[src/rtl/dacfe_pkg.sv]
package dacfe_pkg;
  localparam int WORD_W  = 16;
  localparam int FIELD_W = 12;

  function automatic logic word_channel(input logic [WORD_W-1:0] w);
    return w[15];
  endfunction

  function automatic logic word_unity(input logic [WORD_W-1:0] w);
    return w[13];
  endfunction

  function automatic logic word_active(input logic [WORD_W-1:0] w);
    return w[12];
  endfunction

  function automatic logic [FIELD_W-1:0] word_field(input logic [WORD_W-1:0] w);
    return w[FIELD_W-1:0];
  endfunction
endpackage

[src/rtl/dacfe_sync.sv]
module dacfe_sync #(
  parameter int W      = 4,
  parameter int STAGES = 2,
  parameter logic [W-1:0] RST_VAL = '0
) (
  input  logic         clk,
  input  logic         rst_n,
  input  logic [W-1:0] async_i,
  output logic [W-1:0] level_o,
  output logic [W-1:0] rise_o,
  output logic [W-1:0] fall_o
);
  logic [W-1:0] stage_q [STAGES];
  logic [W-1:0] prev_q;

  generate
    for (genvar s = 0; s < STAGES; s++) begin : g_stage
      always_ff @(posedge clk or negedge rst_n) begin
        if (!rst_n) stage_q[s] <= RST_VAL;
        else if (s == 0) stage_q[s] <= async_i;
        else stage_q[s] <= stage_q[(s > 0) ? s-1 : 0];
      end
    end
  endgenerate

  always_ff @(posedge clk or negedge rst_n) begin
    if (!rst_n) prev_q <= RST_VAL;
    else prev_q <= stage_q[STAGES-1];
  end

  assign level_o = stage_q[STAGES-1];
  assign rise_o  = level_o & ~prev_q;
  assign fall_o  = ~level_o & prev_q;
endmodule

[src/rtl/dacfe_shifter.sv]
module dacfe_shifter
  import dacfe_pkg::*;
(
  input  logic              clk,
  input  logic              rst_n,
  input  logic              sck_rise,
  input  logic              cs_low,
  input  logic              cs_fall,
  input  logic              cs_rise,
  input  logic              mosi,
  output logic [WORD_W-1:0] word_o,
  output logic              commit_o
);
  localparam int SAT   = WORD_W + 1;
  localparam int CNT_W = $clog2(SAT + 1);

  logic [WORD_W-1:0] shift_q;
  logic [CNT_W-1:0]  cnt_q;
  logic              take_bit;

  assign take_bit = cs_low && sck_rise;

  always_ff @(posedge clk or negedge rst_n) begin
    if (!rst_n) begin
      shift_q <= '0;
      cnt_q   <= '0;
    end else if (cs_fall) begin
      cnt_q <= '0;
    end else if (take_bit) begin
      shift_q <= {shift_q[WORD_W-2:0], mosi};
      if (cnt_q != CNT_W'(SAT)) cnt_q <= cnt_q + 1'b1;
    end
  end

  assign word_o   = shift_q;
  assign commit_o = cs_rise && (cnt_q == CNT_W'(WORD_W));

  assert_ignore_idle_R1: assert property (@(posedge clk) disable iff (!rst_n)
    (!cs_low && sck_rise) |=> $stable(shift_q));
  assert_no_overflow_R9: assert property (@(posedge clk) disable iff (!rst_n)
    cnt_q <= CNT_W'(SAT));
  assert_single_commit_R9: assert property (@(posedge clk) disable iff (!rst_n)
    commit_o |=> !commit_o);
endmodule

[src/rtl/dacfe_regbank.sv]
module dacfe_regbank
  import dacfe_pkg::*;
#(
  parameter int DATA_W = 12
) (
  input  logic              clk,
  input  logic              rst_n,
  input  logic              wr_en,
  input  logic [WORD_W-1:0] wr_word,
  input  logic              load,
  output logic [DATA_W-1:0] code_o  [2],
  output logic              unity_o [2],
  output logic              hiz_o   [2]
);
  localparam int NCH = 2;
  localparam int LSB = FIELD_W - DATA_W;

  typedef struct packed {
    logic              unity;
    logic              active;
    logic [DATA_W-1:0] code;
  } chan_t;

  chan_t stage_q [NCH];
  chan_t out_q   [NCH];
  chan_t wr_val;
  logic [FIELD_W-1:0] field;

  assign field  = word_field(wr_word);
  assign wr_val = '{unity: word_unity(wr_word), active: word_active(wr_word),
                    code: field[FIELD_W-1:LSB]};

  generate
    for (genvar c = 0; c < NCH; c++) begin : g_ch
      logic sel;
      assign sel = wr_en && (word_channel(wr_word) == 1'(c));

      always_ff @(posedge clk or negedge rst_n) begin
        if (!rst_n) stage_q[c] <= '0;
        else if (sel) stage_q[c] <= wr_val;
      end

      always_ff @(posedge clk or negedge rst_n) begin
        if (!rst_n) out_q[c] <= '0;
        else if (load) out_q[c] <= stage_q[c];
      end

      assign code_o[c]  = out_q[c].code;
      assign unity_o[c] = out_q[c].unity;
      assign hiz_o[c]   = !out_q[c].active;

      assert_hold_output_R4: assert property (@(posedge clk) disable iff (!rst_n)
        !load |=> $stable(out_q[c]));
      assert_route_R3: assert property (@(posedge clk) disable iff (!rst_n)
        (wr_en && word_channel(wr_word) != 1'(c)) |=> $stable(stage_q[c]));
    end
  endgenerate

  assert_joint_load_R5: assert property (@(posedge clk) disable iff (!rst_n)
    load |=> (out_q[0] == $past(stage_q[0])) && (out_q[1] == $past(stage_q[1])));
endmodule

[src/rtl/dual_dac_ctrl.sv]
module dual_dac_ctrl
  import dacfe_pkg::*;
#(
  parameter int DATA_W      = 12,
  parameter int SYNC_STAGES = 2
) (
  input  logic              clk,
  input  logic              rst_n,
  input  logic              spi_sck,
  input  logic              spi_cs_n,
  input  logic              spi_mosi,
  input  logic              latch_n,
  output logic [DATA_W-1:0] code_a,
  output logic              unity_a,
  output logic              hiz_a,
  output logic [DATA_W-1:0] code_b,
  output logic              unity_b,
  output logic              hiz_b
);
  localparam int NSIG = 4;
  localparam logic [NSIG-1:0] IDLE = 4'b1100;

  logic [NSIG-1:0] lvl, rise, fall;
  logic [WORD_W-1:0] frame_word;
  logic frame_commit;
  logic [DATA_W-1:0] code_v [2];
  logic unity_v [2];
  logic hiz_v [2];

  dacfe_sync #(.W(NSIG), .STAGES(SYNC_STAGES), .RST_VAL(IDLE)) u_sync (
    .clk(clk), .rst_n(rst_n),
    .async_i({latch_n, spi_cs_n, spi_sck, spi_mosi}),
    .level_o(lvl), .rise_o(rise), .fall_o(fall)
  );

  dacfe_shifter u_shift (
    .clk(clk), .rst_n(rst_n),
    .sck_rise(rise[1]), .cs_low(!lvl[2]), .cs_fall(fall[2]), .cs_rise(rise[2]),
    .mosi(lvl[0]), .word_o(frame_word), .commit_o(frame_commit)
  );

  dacfe_regbank #(.DATA_W(DATA_W)) u_bank (
    .clk(clk), .rst_n(rst_n),
    .wr_en(frame_commit), .wr_word(frame_word), .load(!lvl[3]),
    .code_o(code_v), .unity_o(unity_v), .hiz_o(hiz_v)
  );

  assign code_a  = code_v[0];
  assign unity_a = unity_v[0];
  assign hiz_a   = hiz_v[0];
  assign code_b  = code_v[1];
  assign unity_b = unity_v[1];
  assign hiz_b   = hiz_v[1];

  assert_commit_on_release_R6: assert property (@(posedge clk) disable iff (!rst_n)
    frame_commit |-> lvl[2]);
endmodule

[config.mk]
export PLATFORM = sky130hd
export DESIGN_NAME = dual_dac_ctrl
export DESIGN_NICKNAME = d
export VERILOG_FILES = /design/src/rtl/dacfe_pkg.sv /design/src/rtl/dacfe_sync.sv /design/src/rtl/dacfe_shifter.sv /design/src/rtl/dacfe_regbank.sv /design/src/rtl/dual_dac_ctrl.sv
export SDC_FILE = /design/constraint.sdc
export NUM_CORES = 1
export LEC_CHECK = 0
export ABC_CLOCK_PERIOD_IN_PS = 2250
export BUFFER_PORTS_ARGS = -buffer_cell sky130_fd_sc_hd__buf_2
export CAP_MARGIN = 5
export CORE_ASPECT_RATIO = 1.2
export CORE_MARGIN = 2
export CORE_UTILIZATION = 58
export DETAILED_ROUTE_END_ITERATION = 6
export GPL_TIMING_DRIVEN = 0
export PLACE_DENSITY_LB_ADDON = 0.08
export SLEW_MARGIN = 20
export SYNTH_ARGS = -nofsm -noshare
export SYNTH_HDL_FRONTEND = slang
export SYNTH_HIERARCHICAL = 1
export SYNTH_SLANG_ARGS = --single-unit
export TNS_END_PERCENT = 10
[constraint.sdc]
create_clock -name clk -period 2.25 [get_ports clk]
set_clock_uncertainty 0.15 [all_clocks]
set_input_delay 0.225 -clock clk [delete_from_list [all_inputs] [get_ports clk]]
set_output_delay 0.225 -clock clk [all_outputs]
set_load 0.01 [all_outputs]
==> results of run 1 <==
-- per-stage QoR --
step / instances / utilization (%) / worst slack [ns] / cell area, µm² / power (W)
after global routing: 372 / 69.1 / 0.194 / 4150 / 0.00318
after detailed placement: 351 / 64.6 / 0.306 / 3880 / 0.00189
after global placement: 350 / 64.1 / 0.118 / 3850 / 0.00188
after CTS: 372 / 69.1 / 0.293 / 4150 / 0.00308
final: 372 / 69.1 / 0.323 / 4150 / 0.00303
after floorplan: 235 / - / 0.435 / 3580 / 0.00181
-- cell usage in the layout, fill, tap and decap left out, types with 3 or more instances in the layout --
cell           count
mux2_4            13
dlygate4sd3_1      5
mux2_2            60
clkbuf_8           9
nand2_1            6
buf_4             31
ha_1               3
nor2_1             5
and2b_2            3
buf_2             35
dfstp_2            5
dfrtp_1           82
inv_1              7
-- state kept, by name (all words and copies together) (netlist names) --
signal,count
u_shift/word_o,16
u_sync/prev_q,2
u_bank/code_o,24
u_sync/stage_q,4
u_bank/stage_q,28
u_shift/cnt_q,5
u_bank/out_q,2
u_sync/level_o,4
u_bank/unity_o,2
-- worst max-delay path, delay by kind of cell (launching register included) --
family	cells	cell delay [ns]
buffers and inverters	1	0.24
flip-flops	1	0.53
multiplexers	1	0.35
AND/OR/NAND/NOR	3	0.56
-- path summary, 6_finish.rpt --
check	from	to	slack, ns	cells past startpoint
worst min-delay path	u_sync/stage_q[4]$_DFF_PN0_	u_sync/level_o[0]$_DFF_PN0_	0.20	0
worst max register to register	u_sync/prev_q[2]$_DFF_PN1_	u_bank/stage_q[6]$_DFFE_PN0P_	0.32	5
max in group asynchronous	rst_n	u_bank/stage_q[24]$_DFFE_PN0P_	1.14	3
min in group asynchronous	rst_n	u_bank/out_q[26]$_DFFE_PN0P_	0.22	2
worst min register to register	u_sync/stage_q[4]$_DFF_PN0_	u_sync/level_o[0]$_DFF_PN0_	0.20	0
worst max-delay path	u_sync/prev_q[2]$_DFF_PN1_	u_bank/stage_q[6]$_DFFE_PN0P_	0.32	5
-- power groups by stage --
stage               sequential (W)  combinational, W  clock, W
CTS                        0.00169          0.000174   0.00121
finish                     0.00169          0.000170   0.00117
global route               0.00171          0.000193   0.00128
detailed placement         0.00173          0.000167         0
global placement           0.00172          0.000156         0
floorplan                  0.00170          0.000110         0
-- layout make-up --
type	instances	area (µm²)	area share [%]
sequential	87	2180	52.6
multi-input combinational	104	1080	26.1
buffer	36	287	6.90
timing repair buffer	39	245	5.90
clock buffer	9	124	2.98
tap	82	103	2.47
clock inverter	7	97.6	2.35
inverter	8	30.0	0.723
-- per-layer routing --
| layer | track usage [%] | part of all wire (%) |
|---|---|---|
| met1 | 23.6 | 47 |
| met2 | 26.1 | 48 |
| met3 | 4.71 | 3.0 |
| met4 | 9.21 | 2.1 |
| met5 | 0 | 0 |
==> metrics, run 1 <==
status=complete, no violations; via/cell ratio=4.87; Worst setup EP type=flip-flop; slew margin rel.=68.3%; CTS tree=built; Syn Area/Cell=15.3 µm²; postcts setup bufs=0; Hold Violations, Final=0; worst-path cell chain=and2b_2, and4_1, nand2_1, buf_4, mux2_2; Post-Route WL=5.04 mm; die span in y=90.1 µm; first drt pass iteration count=4; Worst-path clk slew=0.08 ns; largest net degree at the start of global routing=52; GRT overflow=0; CP Max Fanout=10; core region area=6010 µm²; Placement Rows=31; die area=6830 µm²; Antenna Violating Nets Remaining=0; Pwr Density=730 nW/µm²; Syn Inst Count=235; Static Leak=2.24 nW; Setup Total Neg Slack=0 ns; H-tree Lvls=3; DRC=0; CP max stage cell=dfstp_2; HP Class=flip-flop to flip-flop; P_int=0.00235 W; Worst IR Drop VDD=372 µV; DRT iter0 DRCs=62; layout cells sized above 1=58.3%; RSZ-0062 raised after global routing=false; Root Driver=clkbuf_8; combinational share of power=5.6%; Sw Pwr=0.000682 W; crit path DAT=2.01 ns; die width=75.8 µm; Initial Util=59.6%; data required time of the critical path=2.34 ns; global placer's final weighted congestion=0.728; CTS-repair resized insts=0; critical path class=flip-flop to flip-flop; vias in the first global route=1,936; CTS sink count=87; fin. max-slew vios=0; first-pass GRT wire length=8.89 mm; yosys warns=6; Syn-to-layout area delta=15.9%; CP startpoint kind=flip-flop; routed wire length per instance=13.6 µm; f_max=0.519 GHz; TritonCTS buffer count=9; Net Sw Frac=22.5%; Worst-Margin Slew=0.476 ns; # nets final=294; Setup violations, final=0; syn_nets=244; post-route clock period utilization=85.6%; Vias=1,810; Post-Synthesis Cell Area=3580 µm²; FILL cells=437; maximum buffer depth of the clock tree=2; boundary pin count=34; cts hold-fix bufs=5; delay of the slowest critical-path stage=0.53 ns; antenna violations before repair=0; input/output buffers=33; Clk Latency, worst-skew pair=0.35 ns; Total Routing Usage GR=17.7%; Min Hold Slack=0.201 ns; clock share of power=38.6%; post-DP HPWL=3.33 mm; Reg power frac=55.8%; reported max-cap violation count=0; fin crit period=1.93 ns; Inserted Diodes=0
No activity file was read; power rests on OpenSTA's default activity.
==> inputs of run 2 (changes only) <==
--- a/config.mk
+++ b/config.mk
@@ -5,12 +5,13 @@
 export SDC_FILE = /design/constraint.sdc
 export NUM_CORES = 1
 export LEC_CHECK = 0
+export ABC_AREA = 1
 export ABC_CLOCK_PERIOD_IN_PS = 2250
 export BUFFER_PORTS_ARGS = -buffer_cell sky130_fd_sc_hd__buf_2
 export CAP_MARGIN = 5
 export CORE_ASPECT_RATIO = 1.2
 export CORE_MARGIN = 2
-export CORE_UTILIZATION = 58
+export CORE_UTILIZATION = 59
 export DETAILED_ROUTE_END_ITERATION = 6
 export GPL_TIMING_DRIVEN = 0
 export PLACE_DENSITY_LB_ADDON = 0.08
==> metrics, run 2 <==
data required time of the critical path=2.33 ns (was 2.34 ns); die area=6910 µm² (was 6830 µm²); Clk Latency, worst-skew pair=0.34 ns (was 0.35 ns); Root Driver=clkbuf_8 (unchanged); f_max=0.507 GHz (was 0.519 GHz); post-route clock period utilization=87.7% (was 85.6%); placed instance area=3990 µm² (was 3880 µm²); commonest non-fill, non-tap cell in the layout=nand2_1 (was dfrtp_1); CP max stage cell=dfrtp_1 (was dfstp_2); H-tree Lvls=3 (unchanged); Post-Route WL=6.19 mm (was 5.04 mm); post-DP HPWL=4.41 mm (was 3.33 mm); status=complete, no violations (unchanged); postcts setup bufs=0 (unchanged); Initial Util=61.0% (was 59.6%); Worst-Margin Slew=0.450 ns (was 0.476 ns); CP Max Fanout=10 (unchanged); CTS sink count=87 (unchanged); Setup Total Neg Slack=0 ns (unchanged); Vias=2,559 (was 1,810); Placement Rows=31 (unchanged); Syn Inst Count=394 (was 235); input/output buffers=33 (unchanged); RSZ-0062 raised after global routing=false (unchanged); Syn Area/Cell=9.37 µm² (was 15.3 µm²); Syn-to-layout area delta=14.7% (was 15.9%); syn_nets=403 (was 244); boundary pin count=34 (unchanged); Setup violations, final=0 (unchanged); die width=76.2 µm (was 75.8 µm); Final Core Density=70.0% (was 69.1%); Worst setup EP type=flip-flop (unchanged); antenna violations before repair=0 (unchanged); Static Leak=2.25 nW (was 2.24 nW); FILL cells=513 (was 437); Hold Violations, Final=0 (unchanged); reported max-cap violation count=0 (unchanged); first-pass GRT wire length=11.1 mm (was 8.89 mm); fin. max-slew vios=0 (unchanged); Antenna Violating Nets Remaining=0 (unchanged); commonest non-fill, non-tap cells in the layout=nand2_1 (106), dfrtp_1 (82), inv_1 (46) (was dfrtp_1 (82), mux2_2 (60), buf_2 (35)); TritonCTS buffer count=9 (unchanged); Largest Register=u_bank/stage_q (unchanged); DRC=0 (unchanged); Inserted Diodes=0 (unchanged); Post-Synthesis Cell Area=3690 µm² (was 3580 µm²); HP Class=flip-flop to flip-flop (unchanged); Total Routing Usage GR=20.2% (was 17.7%); critical path class=flip-flop to flip-flop (unchanged); Worst-path clk slew=0.08 ns (about the same); vias in the first global route=2,494 (was 1,936); layout cells sized above 1=25.6% (was 58.3%); post-route design area=4240 µm² (was 4150 µm²); maximum buffer depth of the clock tree=2 (unchanged); fin crit period=1.97 ns (was 1.93 ns); worst-path cell chain=inv_1, ha_1, nand3_1, nor3_1, nand2_1, buf_4, nand2_1, nand2_1 (was and2b_2, and4_1, nand2_1, buf_4, mux2_2); Worst IR Drop VDD=675 µV (was 372 µV); die span in y=90.7 µm (was 90.1 µm); global placer's final weighted congestion=0.806 (was 0.728); via/cell ratio=4.82 (was 4.87); routed wire length per instance=11.6 µm (was 13.6 µm); slew margin rel.=70.0% (was 68.3%); # nets final=453 (was 294); Largest register FFs=28 (unchanged); crit path DAT=2.06 ns (was 2.01 ns); delay of the slowest critical-path stage=0.45 ns (was 0.53 ns); largest net degree at the start of global routing=54 (was 52); cell mode on critical path=nand2_1; first drt pass iteration count=5 (was 4); CP startpoint kind=flip-flop (unchanged); Pwr Density=763 nW/µm² (was 730 nW/µm²); DRT iter0 DRCs=115 (was 62); GRT overflow=0 (unchanged); CTS tree=built (unchanged); yosys warns=6 (unchanged); core region area=6050 µm² (was 6010 µm²)
==> run 2: cell count changes in the layout (fill, tap and decap cells not counted), sizes merged, moves of 5 or more <==
cell,change
inv,+41
and2b,-5
nand2,+102
nor2,+7
a21oi,+8
buf,+8
o21ai,+39
nand3,+33
mux2,-73
==> run 2: repair_timing <==
item                                   4_1_cts  5_1_grt
gates resized for setup                      0        0
setup endpoints to repair                    0        0
hold buffers                                 5        0
endpoints found under the hold margin       36        0
==> run 2: per-layer routing <==
metal,vias up,wire length (µm),track usage [%]
met5,-,0,0
met4,0,89,9.55
met3,6,189,4.30
met2,51,3150,33.1
met1,1207,2760,25.8
li1,1295,-,-
==> run 2: final timing paths <==
| path | from | endpoint | slack (ns) | cells after the start |
|---|---|---|---|---|
| min in group asynchronous | rst_n | u_bank/unity_o[1]$_DFFE_PN0P_ | 0.22 | 2 |
| hold / removal | u_sync/stage_q[4]$_DFF_PN0_ | u_sync/level_o[0]$_DFF_PN0_ | 0.20 | 0 |
| setup reg to reg | u_shift/cnt_q[0]$_DFFE_PN0P_ | u_bank/stage_q[8]$_DFFE_PN0P_ | 0.28 | 8 |
| setup / recovery | u_shift/cnt_q[0]$_DFFE_PN0P_ | u_bank/stage_q[8]$_DFFE_PN0P_ | 0.28 | 8 |
| max in group asynchronous | rst_n | u_sync/level_o[2]$_DFF_PN1_ | 1.08 | 3 |
| hold reg to reg | u_sync/stage_q[4]$_DFF_PN0_ | u_sync/level_o[0]$_DFF_PN0_ | 0.20 | 0 |
==> run 2: area by class of cell <==
class	instances	area (µm²)	area share, %
Buffer	47	340	8.03
Clock buffer	9	124	2.92
Clock inverter	7	72.6	1.71
Inverter	48	180	4.25
Multi-Input combinational cell	212	990	23.4
Sequential cell	87	2180	51.5
Tap cell	82	103	2.42
Timing Repair Buffer	39	245	5.79
==> run 2: per-stage QoR <==
| step | worst slack [ns] | total power (W) | hold slack (ns) | std cells |
|---|---|---|---|---|
| after floorplan | 0.571 | 0.00207 | -0.221 | 394 |
| after global placement | 0.137 | 0.00218 | 0.180 | 509 |
| after detailed placement | 0.308 | 0.00221 | 0.0595 | 510 |
| after CTS | 0.263 | 0.00327 | 0.207 | 531 |
| after global routing | 0.117 | 0.00342 | 0.213 | 531 |
| final | 0.276 | 0.00323 | 0.203 | 531 |
==> run 2: critical path, delay by kind of cell (launching register included) <==
kind / cells / cell delay (ns)
simple gates: 5 / 0.77
flops: 1 / 0.45
buf+inv: 2 / 0.35
fa+ha+maj: 1 / 0.15
==> run 2: power breakdown <==
| group | switching (W) | internal, W | total [W] | leakage (nW) |
|---|---|---|---|---|
| clock network | 0.000543 | 0.000514 | 0.00106 | 0.0956 |
| logic | 0.000230 | 0.000144 | 0.000375 | 1.00 |
| registers | 0.000119 | 0.00168 | 0.00180 | 1.15 |
